<file path="src/rtl/dag_pkg.sv">
package dag_pkg;

  typedef enum logic [2:0] {
    MODE_IND     = 3'd0,
    MODE_DISP    = 3'd1,
    MODE_PREDEC  = 3'd2,
    MODE_POSTINC = 3'd3,
    MODE_DIRECT  = 3'd4
  } dagMode_e;

  // strobes from the mode decoder to the address datapath
  typedef struct packed {
    logic useDirect;
    logic addDisp;
    logic preDec;
    logic postInc;
    logic zeroAddr;
    logic wbEn;
  } dagStrobes_t;

endpackage

</file>
<file path="src/rtl/dag_ctrl.sv">
module dag_ctrl
  import dag_pkg::*;
(
  input  logic [2:0]  modeCode,
  output dagStrobes_t strb
);

  always_comb begin
    strb = '0;
    unique case (modeCode)
      MODE_IND:     ;
      MODE_DISP:    strb.addDisp   = 1'b1;
      MODE_PREDEC:  begin strb.preDec  = 1'b1; strb.wbEn = 1'b1; end
      MODE_POSTINC: begin strb.postInc = 1'b1; strb.wbEn = 1'b1; end
      MODE_DIRECT:  strb.useDirect = 1'b1;
      default:      strb.zeroAddr  = 1'b1;
    endcase
  end

endmodule

</file>
<file path="src/rtl/dag_datapath.sv">
module dag_datapath
  import dag_pkg::*;
#(
  parameter int DATA_W    = 8,
  parameter int DISP_W    = 6,
  parameter int REG_IDX_W = 5,
  parameter int Y_LO_REG  = 28,
  parameter int Z_LO_REG  = 30
) (
  input  dagStrobes_t           strb,
  input  logic                  ptrSel,
  input  logic [DISP_W-1:0]     dispOffset,
  input  logic [2*DATA_W-1:0]   directAddr,
  input  logic [DATA_W-1:0]     yHi,
  input  logic [DATA_W-1:0]     yLo,
  input  logic [DATA_W-1:0]     zHi,
  input  logic [DATA_W-1:0]     zLo,
  output logic [2*DATA_W-1:0]   effAddr,
  output logic                  wbEn,
  output logic [DATA_W-1:0]     wbHi,
  output logic [DATA_W-1:0]     wbLo,
  output logic [REG_IDX_W-1:0]  wbRegHi,
  output logic [REG_IDX_W-1:0]  wbRegLo
);

  localparam int ADDR_W = 2 * DATA_W;
  localparam int PAD_W  = ADDR_W - DISP_W;
  localparam logic [REG_IDX_W-1:0] Y_LO_IDX = REG_IDX_W'(Y_LO_REG);
  localparam logic [REG_IDX_W-1:0] Z_LO_IDX = REG_IDX_W'(Z_LO_REG);

  logic [ADDR_W-1:0] ptrVal;
  logic [ADDR_W-1:0] addrOff;
  logic [ADDR_W-1:0] ptrSum;
  logic [ADDR_W-1:0] ptrNext;
  logic [REG_IDX_W-1:0] loIdx;

  // pointer pair selection
  assign ptrVal = ptrSel ? {zHi, zLo} : {yHi, yLo};
  assign loIdx  = ptrSel ? Z_LO_IDX : Y_LO_IDX;

  // single adder shared by displacement and pre-decrement
  always_comb begin
    if (strb.addDisp)     addrOff = {{PAD_W{1'b0}}, dispOffset};
    else if (strb.preDec) addrOff = '1;
    else                  addrOff = '0;
  end
  assign ptrSum  = ptrVal + addrOff;
  assign ptrNext = strb.preDec ? ptrSum : ptrVal + ADDR_W'(1);

  always_comb begin
    if (strb.useDirect)     effAddr = directAddr;
    else if (strb.zeroAddr) effAddr = '0;
    else                    effAddr = ptrSum;
  end

  assign wbEn    = strb.wbEn;
  assign wbHi    = strb.wbEn ? ptrNext[ADDR_W-1:DATA_W] : '0;
  assign wbLo    = strb.wbEn ? ptrNext[DATA_W-1:0]      : '0;
  assign wbRegLo = strb.wbEn ? loIdx                    : '0;
  assign wbRegHi = strb.wbEn ? loIdx + REG_IDX_W'(1)    : '0;

endmodule

</file>
<file path="src/rtl/dag_top.sv">
module dag_top
  import dag_pkg::*;
#(
  parameter int DATA_W    = 8,
  parameter int DISP_W    = 6,
  parameter int REG_IDX_W = 5,
  parameter int Y_LO_REG  = 28,
  parameter int Z_LO_REG  = 30
) (
  input  logic [2:0]            modeCode,
  input  logic                  ptrSel,
  input  logic [DISP_W-1:0]     dispOffset,
  input  logic [2*DATA_W-1:0]   directAddr,
  input  logic [DATA_W-1:0]     yHi,
  input  logic [DATA_W-1:0]     yLo,
  input  logic [DATA_W-1:0]     zHi,
  input  logic [DATA_W-1:0]     zLo,
  output logic [2*DATA_W-1:0]   effAddr,
  output logic                  wbEn,
  output logic [DATA_W-1:0]     wbHi,
  output logic [DATA_W-1:0]     wbLo,
  output logic [REG_IDX_W-1:0]  wbRegHi,
  output logic [REG_IDX_W-1:0]  wbRegLo
);

  dagStrobes_t strb;

  dag_ctrl u_ctrl (
    .modeCode (modeCode),
    .strb     (strb)
  );

  dag_datapath #(
    .DATA_W    (DATA_W),
    .DISP_W    (DISP_W),
    .REG_IDX_W (REG_IDX_W),
    .Y_LO_REG  (Y_LO_REG),
    .Z_LO_REG  (Z_LO_REG)
  ) u_dp (
    .strb       (strb),
    .ptrSel     (ptrSel),
    .dispOffset (dispOffset),
    .directAddr (directAddr),
    .yHi        (yHi),
    .yLo        (yLo),
    .zHi        (zHi),
    .zLo        (zLo),
    .effAddr    (effAddr),
    .wbEn       (wbEn),
    .wbHi       (wbHi),
    .wbLo       (wbLo),
    .wbRegHi    (wbRegHi),
    .wbRegLo    (wbRegLo)
  );

endmodule

</file>
<file path="config.mk">
export PLATFORM = sky130hd
export DESIGN_NAME = dag_top
export DESIGN_NICKNAME = d
export VERILOG_FILES = /design/src/rtl/dag_pkg.sv /design/src/rtl/dag_ctrl.sv /design/src/rtl/dag_datapath.sv /design/src/rtl/dag_top.sv
export SDC_FILE = /design/constraint.sdc
export NUM_CORES = 1
export LEC_CHECK = 0
export BUFFER_PORTS_ARGS = -buffer_cell sky130_fd_sc_hd__buf_2
export CAP_MARGIN = 0
export CORE_ASPECT_RATIO = 0.9
export CORE_MARGIN = 4
export CORE_UTILIZATION = 49
export DETAILED_ROUTE_END_ITERATION = 10
export PLACE_DENSITY = 0.87
export SLEW_MARGIN = 20
export SYNTH_ARGS = -nofsm -noshare
export SYNTH_HDL_FRONTEND = slang
export SYNTH_SLANG_ARGS = --single-unit
export TNS_END_PERCENT = 20
</file>
<file path="constraint.sdc">
create_clock -name vclk -period 5.68
set_input_delay 1.136 -clock vclk [all_inputs]
set_output_delay 1.136 -clock vclk [all_outputs]
set_load 0.01 [all_outputs]
</file>
==> impl_metrics.json, run 1 <==
{
  "status": "finished, final reports clean",
  "worstPathRequired_ns": 4.54,
  "first_iter_violations": 138,
  "setup_viol": 0,
  "ioPinCount": 101,
  "regArea_sq_um": 0,
  "layoutNonFillerInstCount": 418,
  "yosysWarnings": 0,
  "area_growth_pct": 23.1,
  "grt_overflow": 0,
  "slew_viol_final": 0,
  "layout_min_cycle_time_ns": 5.28,
  "portBuffers": 100,
  "total_power_uw": 241,
  "synth_fp_nets": 364,
  "grtUsageTotal_pct": 24.0,
  "rows": 21,
  "setup_ws_ns": 0.396,
  "setup_tns_ns": 0,
  "worst_setup_path_end_kind": "output pin",
  "drcViolationCount": 0,
  "nFlopsAndLatches": 0,
  "tightest_slew_ns": 0.526,
  "fmax_mhz": 189,
  "vias": 2376,
  "wirelength_microns": 6170,
  "diodes": 0,
  "final_cell_mix": "buf_2 (100), nand2_1 (39), a21oi_1 (24), xnor2_1 (24), nor2_1 (23)",
  "nClkBuffers": 0,
  "criticalPathCategory": "input pin to output pin",
  "synthDistinctLibCells": 56,
  "core_sq_mm": 0.00378,
  "rsz0062_at_grt": "false",
  "critPathLaunchType": "input pin",
  "min_path_type": "input pin to output pin",
  "die_h_microns": 68.1,
  "crit_fanout": 22,
  "postSynthAreaPerCell_sq_um": 6.77,
  "fillCellCount": 361,
  "ant_nets": 0,
  "ir_worst_vdd_mv": 0.0532,
  "globalplace.congestion": 0.945,
  "maxCapViolations": 0,
  "grt_pass1_wl_microns": 10100,
  "cts_setup_buffers": 0,
  "period_share_pct": 93.0,
  "post-place-cells": 418,
  "grt_pass1_vias": 2239,
  "fp.dieW_microns": 74.8,
  "power_density_mw_per_mm2": 99.4,
  "via_per_inst": 5.68,
  "netlist_area_sq_mm": 0.00197,
  "die-area_sq_mm": 0.00510,
  "slew_headroom_pct": 63.9,
  "hold_viol": 0,
  "cp.arrival_ns": 4.15,
  "p_leak_nw": 1.25,
  "syn-instance-count": 291,
  "dp_hpwl_microns": 5120,
  "antenna_found_initial": 0,
  "layout_commonest_cell": "buf_2",
  "fin_nets": 447,
  "start_util_pct": 52.1,
  "drtPass1Iterations": 4,
  "post_drt_wl_per_cell_microns": 14.8,
  "drive_gt1_share_pct": 33.9,
  "grt_max_degree": 24,
  "place_ws_ns": 0.312,
  "yosysSeqAreaShare_pct": 0
}
report_power, final:
part	switching, mW	total, mW	internal (mW)
clock	0	0	0
combinational	0.135	0.241	0.106
sequential	0	0	0
path summary, 6_finish.rpt:
kind | to | cells after the start | from | slack, ns
min | effAddr[6] | 4 | directAddr[6] | 2.56
max | effAddr[14] | 15 | modeCode[0] | 0.40
layout make-up:
cell class / count / area [sq um] / area share, %
multi-input cells: 253 / 1770 / 72.9
repair buffers: 106 / 546 / 22.5
well taps: 46 / 57.6 / 2.37
inverters: 13 / 53.8 / 2.22
synth_stat cells (2+ instances only):
cell      count  share of area (%)
o21ai_0      20                5.1
nand2_1      39                7.4
buf_2         3               0.76
maj3_1        2                1.0
nand3_1       8                2.0
xnor2_1      24                 11
mux2i_1      13                6.6
inv_1        12                2.3
a221oi_1      2               0.89
and3_1        2               0.64
a32oi_1       2               0.89
buf_1         3               0.57
a22o_1        4                1.8
buf_4         9                3.4
clkbuf_1      8                1.5
a21o_1        4                1.5
nand4_1       3               0.95
nand2b_1      2               0.64
o22ai_1       6                1.9
nor3_1        3               0.76
nor2_1       23                4.4
xor2_1        6                2.7
a31oi_1       4                1.3
a21oi_1      24                6.1
ha_1         14                8.9
o211a_1       2                1.0
a211oi_1      4                1.5
and2_1        7                2.2
nor2b_1       2               0.64
mux2_2       10                5.7
metrics by stage:
| stage | util [%] | cell area [sq um] | hold WS (ns) |
|---|---|---|---|
| after detailed placement | 63.9 | 2420 | 2.56 |
| after CTS | 63.9 | 2420 | 2.56 |
| after global routing | 64.1 | 2420 | 2.57 |
| after global placement | 63.9 | 2420 | 2.56 |
| final | 64.1 | 2420 | 2.56 |
| after floorplan | - | 1970 | 2.42 |
what timing repair did:
action / in CTS / in global routing
gates resized for setup: 0 / 1
hold buffers: 0 / 0
endpoints found under the setup margin: 0 / 4
routing by layer:
metal,share of wire [%],GRT usage (%),vias to the layer above,wire length [microns]
met5,0,0,-,0
met2,48,43.4,93,2960
met3,5.9,1.76,8,361
met4,1.3,4.00,0,80
li1,-,-,1201,-
met1,45,31.4,1074,2770
logic make-up after synthesis:
| family | after synthesis | synth area share, % |
|---|---|---|
| AND/OR/NAND/NOR | 98 | 23.6 |
| AO/OA/AOI/OAI | 83 | 28.3 |
| XOR/XNOR | 30 | 13.3 |
| multiplexers | 24 | 13.0 |
| buffers and inverters | 38 | 10.6 |
| adder cells (fa/ha/maj) | 17 | 10.9 |
| other | 1 | 0.190 |
worst max-delay path: stages:
cell      delay, ns
buf_2          0.35
inv_1          0.13
nor2_1         0.32
nand2_1        0.10
a21oi_1        0.16
ha_1           0.20
fa_1           0.21
a21o_1         0.14
o21ai_0        0.12
a221oi_2       0.42
a41oi_1        0.26
xnor2_1        0.27
nand2_1        0.08
o211ai_1       0.09
buf_2          0.15
Note: power is estimated with default switching activity, not from simulation.
==> run 2: changes to the inputs <==
SYNTH_HIERARCHICAL = 1   (was unset)
==> run 2 against run 1 <==
Compared with the run above: via count rose by 0.21%; combinational power barely moved; largest cell class unchanged; fmax fell by 2.7%; total power barely moved; worst setup slack got worse by 0.14 ns; critical path depth fell by 1; global-route usage rose by 0.32 points; synthesized cell count fell by 2.7%; first-iteration DRC count rose by 11%; sequential share of layout area did not move; die area fell by 0.62%; final area rose by 1.4%.
==> impl_metrics.json, run 2 <==
{
  "tightest_slew_ns": 0.990,
  "setup_ws_ns": 0.252,
  "ioPinCount": 101,
  "globalplace.congestion": 0.980,
  "crit_fanout": 8,
  "drcViolationCount": 0,
  "wl_met2_microns": 2750,
  "setup_tns_ns": 0,
  "hold_buffers": 0,
  "wl_met1_microns": 2860,
  "grt_overflow": 0,
  "cts_setup_buffers": 0,
  "vias": 2381,
  "drive_gt1_share_pct": 35.3,
  "fin_nets": 445,
  "slowest_stage": "or4_4",
  "critPathLaunchType": "input pin",
  "diodes": 0,
  "maxCapViolations": 0,
  "via_per_inst": 5.75,
  "setup_viol": 0,
  "antenna_found_initial": 0,
  "p_leak_nw": 1.35,
  "ant_nets": 0,
  "start_util_pct": 51.7,
  "power_density_mw_per_mm2": 97.9,
  "fillCellCount": 354,
  "slew_headroom_pct": 33.7,
  "min_path_cells": 4,
  "wirelength_microns": 6240,
  "fmax_mhz": 184,
  "multiInputGateArea_sq_mm": 0.00179,
  "yosysWarnings": 6,
  "grt_pass1_wl_microns": 9990,
  "fp.dieW_microns": 74.6,
  "path_cells": "buf_2 -> nor3b_2 -> nand2b_1 -> buf_4 -> nand2_1 -> ha_1 -> o21ai_0 -> nor2_1 -> o21ai_0 -> or4_4 -> mux2_4 -> or3_1 -> a21boi_1 -> buf_2",
  "fin_hold_ws_ns": 2.56,
  "core_sq_mm": 0.00378,
  "area_growth_pct": 25.7,
  "total_power_uw": 241,
  "worstPathRequired_ns": 4.54,
  "place_ws_ns": 0.206,
  "worstSetupStartpoint": "modeCode[1]",
  "drtPass1Iterations": 5,
  "post_drt_wl_per_cell_microns": 15.1,
  "cp.arrival_ns": 4.29,
  "nFlopsAndLatches": 0,
  "wl_met3_microns": 598,
  "die_h_microns": 67.9,
  "hold_viol": 0,
  "grtUsageTotal_pct": 24.3,
  "syn-instance-count": 283,
  "crit_family": "simple AND/OR/NAND/NOR gates",
  "first_iter_violations": 153,
  "crit_buf_inv": 3,
  "grt_max_degree": 28,
  "layout_commonest_cell": "buf_2",
  "layout_min_cycle_time_ns": 5.43,
  "period_share_pct": 95.6,
  "worst_setup_path_end_kind": "output pin",
  "hold_path_end": "effAddr[1]",
  "final_cell_mix": "buf_2 (100), nand2_1 (32), xnor2_1 (19)",
  "min_from": "directAddr[1]",
  "top_layer": "met4",
  "dp_hpwl_microns": 5070,
  "cp_slowest_stage_delay_ns": 0.55,
  "die-area_sq_mm": 0.00507,
  "postSynthAreaPerCell_sq_um": 6.91,
  "rows": 21,
  "grt_pass1_vias": 2193,
  "ir_worst_vdd_mv": 0.0450,
  "synth_fp_nets": 358,
  "rsz0062_at_grt": "false",
  "nClkBuffers": 0,
  "portBuffers": 100,
  "slew_viol_final": 0,
  "min_path_type": "input pin to output pin",
  "final_core_util_pct": 65.0,
  "netlist_area_sq_mm": 0.00196,
  "criticalPathCategory": "input pin to output pin",
  "status": "finished, final reports clean",
  "regArea_sq_um": 0
}
## run 2: timing repair
action,in CTS,in global routing
resized for setup,0,2
endpoints found under the hold margin,0,0
endpoints found under the setup margin,0,5
## run 2: report_power, final
group / switching, mW / internal, mW / total (mW) / leakage (nW)
Sequential: 0 / 0 / 0 / 0
Clock: 0 / 0 / 0 / 0
Combinational: 0.130 / 0.111 / 0.241 / 1.35
Total: 0.130 / 0.111 / 0.241 / 1.35
## run 2: per-stage QoR
stage / instance area [sq um] / cells
after floorplan: 1960 / 283
after global placement: 2450 / 414
after detailed placement: 2450 / 414
after CTS: 2450 / 414
after global routing: 2460 / 414
final: 2460 / 414
## run 2: cell type report
class	instances	share of cell area [%]
Timing Repair Buffer	110	23.4
Multi-Input combinational cell	248	72.7
Inverter	10	1.53
Tap cell	46	2.34
## run 2: worst max-delay path by stage
stage	end	slack [ns]	cells after the start
6_report	wbHi[7]	0.25	14
3_3_place_gp	effAddr[14]	0.29	14
5_1_grt	wbHi[7]	0.06	14
4_1_cts	effAddr[14]	0.19	14
2_1_floorplan	effAddr[14]	0.002	13
3_5_place_dp	effAddr[14]	0.21	14
## run 2: metal layers
metal / global-route usage, % / vias up
met5: 0 / -
met4: 1.78 / 0
met3: 1.32 / 4
met2: 41.6 / 117
met1: 34.9 / 1070
li1: - / 1190
==> run 3: changes to the inputs <==
MAX_ROUTING_LAYER = met4   (was unset)
==> run 3 against run 2 <==
Compared with the run above: sequential share of layout area unchanged; final cell count is the same; utilization is the same; critical endpoint unchanged; non-clock buffer count stayed put; critical path type unchanged; die area stayed put; worst setup slack improved by 0.022 ns.
==> impl_metrics.json, run 3 (same netlist as run 2, synthesis figures left out) <==
{
  "status": "finished, final reports clean",
  "via_per_inst": 5.82,
  "period_share_pct": 95.2,
  "p_sw_uw": 131,
  "ioPinCount": 101,
  "worstPathRequired_ns": 4.54,
  "criticalPathCategory": "input pin to output pin",
  "rsz0062_at_grt": "false",
  "maxCapViolations": 0,
  "setup_tns_ns": 0,
  "wirelength_microns": 6340,
  "tightest_slew_ns": 1.00,
  "diodes": 0,
  "grt_max_degree": 28,
  "die-area_sq_mm": 0.00507,
  "multiInputGateArea_sq_mm": 0.00179,
  "nClkBuffers": 0,
  "setup_ws_ns": 0.274,
  "crit_family": "simple AND/OR/NAND/NOR gates",
  "area_growth_pct": 25.7,
  "regArea_sq_um": 0,
  "post_drt_wl_per_cell_microns": 15.3,
  "final_cell_mix": "buf_2 (100), nand2_1 (32), xnor2_1 (19)",
  "seq_power_share_pct": 0,
  "crit_buf_inv": 3,
  "fin_hold_ws_ns": 2.56,
  "critPathLaunchType": "input pin",
  "grt_overflow": 0,
  "core_sq_mm": 0.00378,
  "layout_commonest_cell": "buf_2",
  "worst_setup_path_end_kind": "output pin",
  "grt_pass1_wl_microns": 10200,
  "globalplace.congestion": 1.00,
  "grt_pass1_vias": 2240,
  "nFlopsAndLatches": 0,
  "slew_viol_final": 0,
  "hold_viol": 0,
  "layout_min_cycle_time_ns": 5.41,
  "power_density_mw_per_mm2": 98.3,
  "rows": 21,
  "first_iter_violations": 173,
  "vias": 2409,
  "slowest_stage": "or4_4",
  "final_core_util_pct": 65.0,
  "min_path_type": "input pin to output pin",
  "p_clk_share_pct": 0,
  "setup_viol": 0,
  "fp.dieW_microns": 74.6,
  "drcViolationCount": 0,
  "cp_slowest_stage_delay_ns": 0.56,
  "layoutNonFillerInstCount": 414,
  "fillCellCount": 356,
  "path_cells": "buf_2 -> nor3b_2 -> nand2b_1 -> buf_4 -> nand2_1 -> ha_1 -> o21ai_0 -> nor2_1 -> o21ai_0 -> or4_4 -> mux2_4 -> or3_1 -> a21boi_1 -> buf_2",
  "fin_nets": 445,
  "cp.arrival_ns": 4.27,
  "grtUsageTotal_pct": 25.5,
  "p_leak_nw": 1.35,
  "post-place-cells": 414,
  "crit_fanout": 8,
  "start_util_pct": 51.7,
  "die_h_microns": 67.9,
  "place_ws_ns": 0.152,
  "drtPass1Iterations": 4,
  "ir_worst_vdd_mv": 0.0456,
  "drive_gt1_share_pct": 35.3,
  "swShare_pct": 54.3,
  "slew_headroom_pct": 33.0,
  "p_int_uw": 111,
  "fmax_mhz": 185,
  "portBuffers": 100,
  "ant_nets": 0,
  "combPwrFrac_pct": 100.0,
  "antenna_found_initial": 0,
  "dp_hpwl_microns": 5160
}
run 3: cell counts in the layout (fill, tap and decap cells not counted):
Identical to the previous run, type by type.
run 3: power groups by stage:
stage          clock network (mW)  logic [mW]  registers [mW]
6_report                        0       0.242               0
5_1_grt                         0       0.267               0
4_1_cts                         0       0.239               0
3_5_place_dp                    0       0.237               0
3_3_place_gp                    0       0.234               0
2_1_floorplan                   0       0.163               0
run 3: repair_timing:
item / 4_1_cts / 5_1_grt
setup endpoints to repair: 0 / 1
hold buffers: 0 / 0
setup buffers: 0 / 0
gates resized for setup: 0 / 2
run 3: area by class of cell:
type                       count  area share, %
inverter                      10           1.53
multi-input combinational    248           72.7
tap                           46           2.34
timing repair buffer         110           23.4
run 3: worst paths after layout:
check / startpoint / to / slack [ns] / depth (start not counted)
max: modeCode[1] / wbHi[7] / 0.27 / 14
min: directAddr[10] / effAddr[10] / 2.56 / 4
run 3: metrics by stage:
| step | total power [mW] | instance area, sq um |
|---|---|---|
| after CTS | 0.239 | 2450 |
| after floorplan | 0.163 | 1960 |
| final | 0.242 | 2460 |
| after detailed placement | 0.237 | 2450 |
| after global routing | 0.267 | 2460 |
| after global placement | 0.234 | 2450 |
run 3: routing by layer:
metal	routed length [microns]	vias to the layer above	track usage [%]
li1	-	1186	-
met1	2870	1098	34.5
met2	2850	116	43.3
met3	548	9	0.441
met4	68	0	3.78
met5	0	-	-
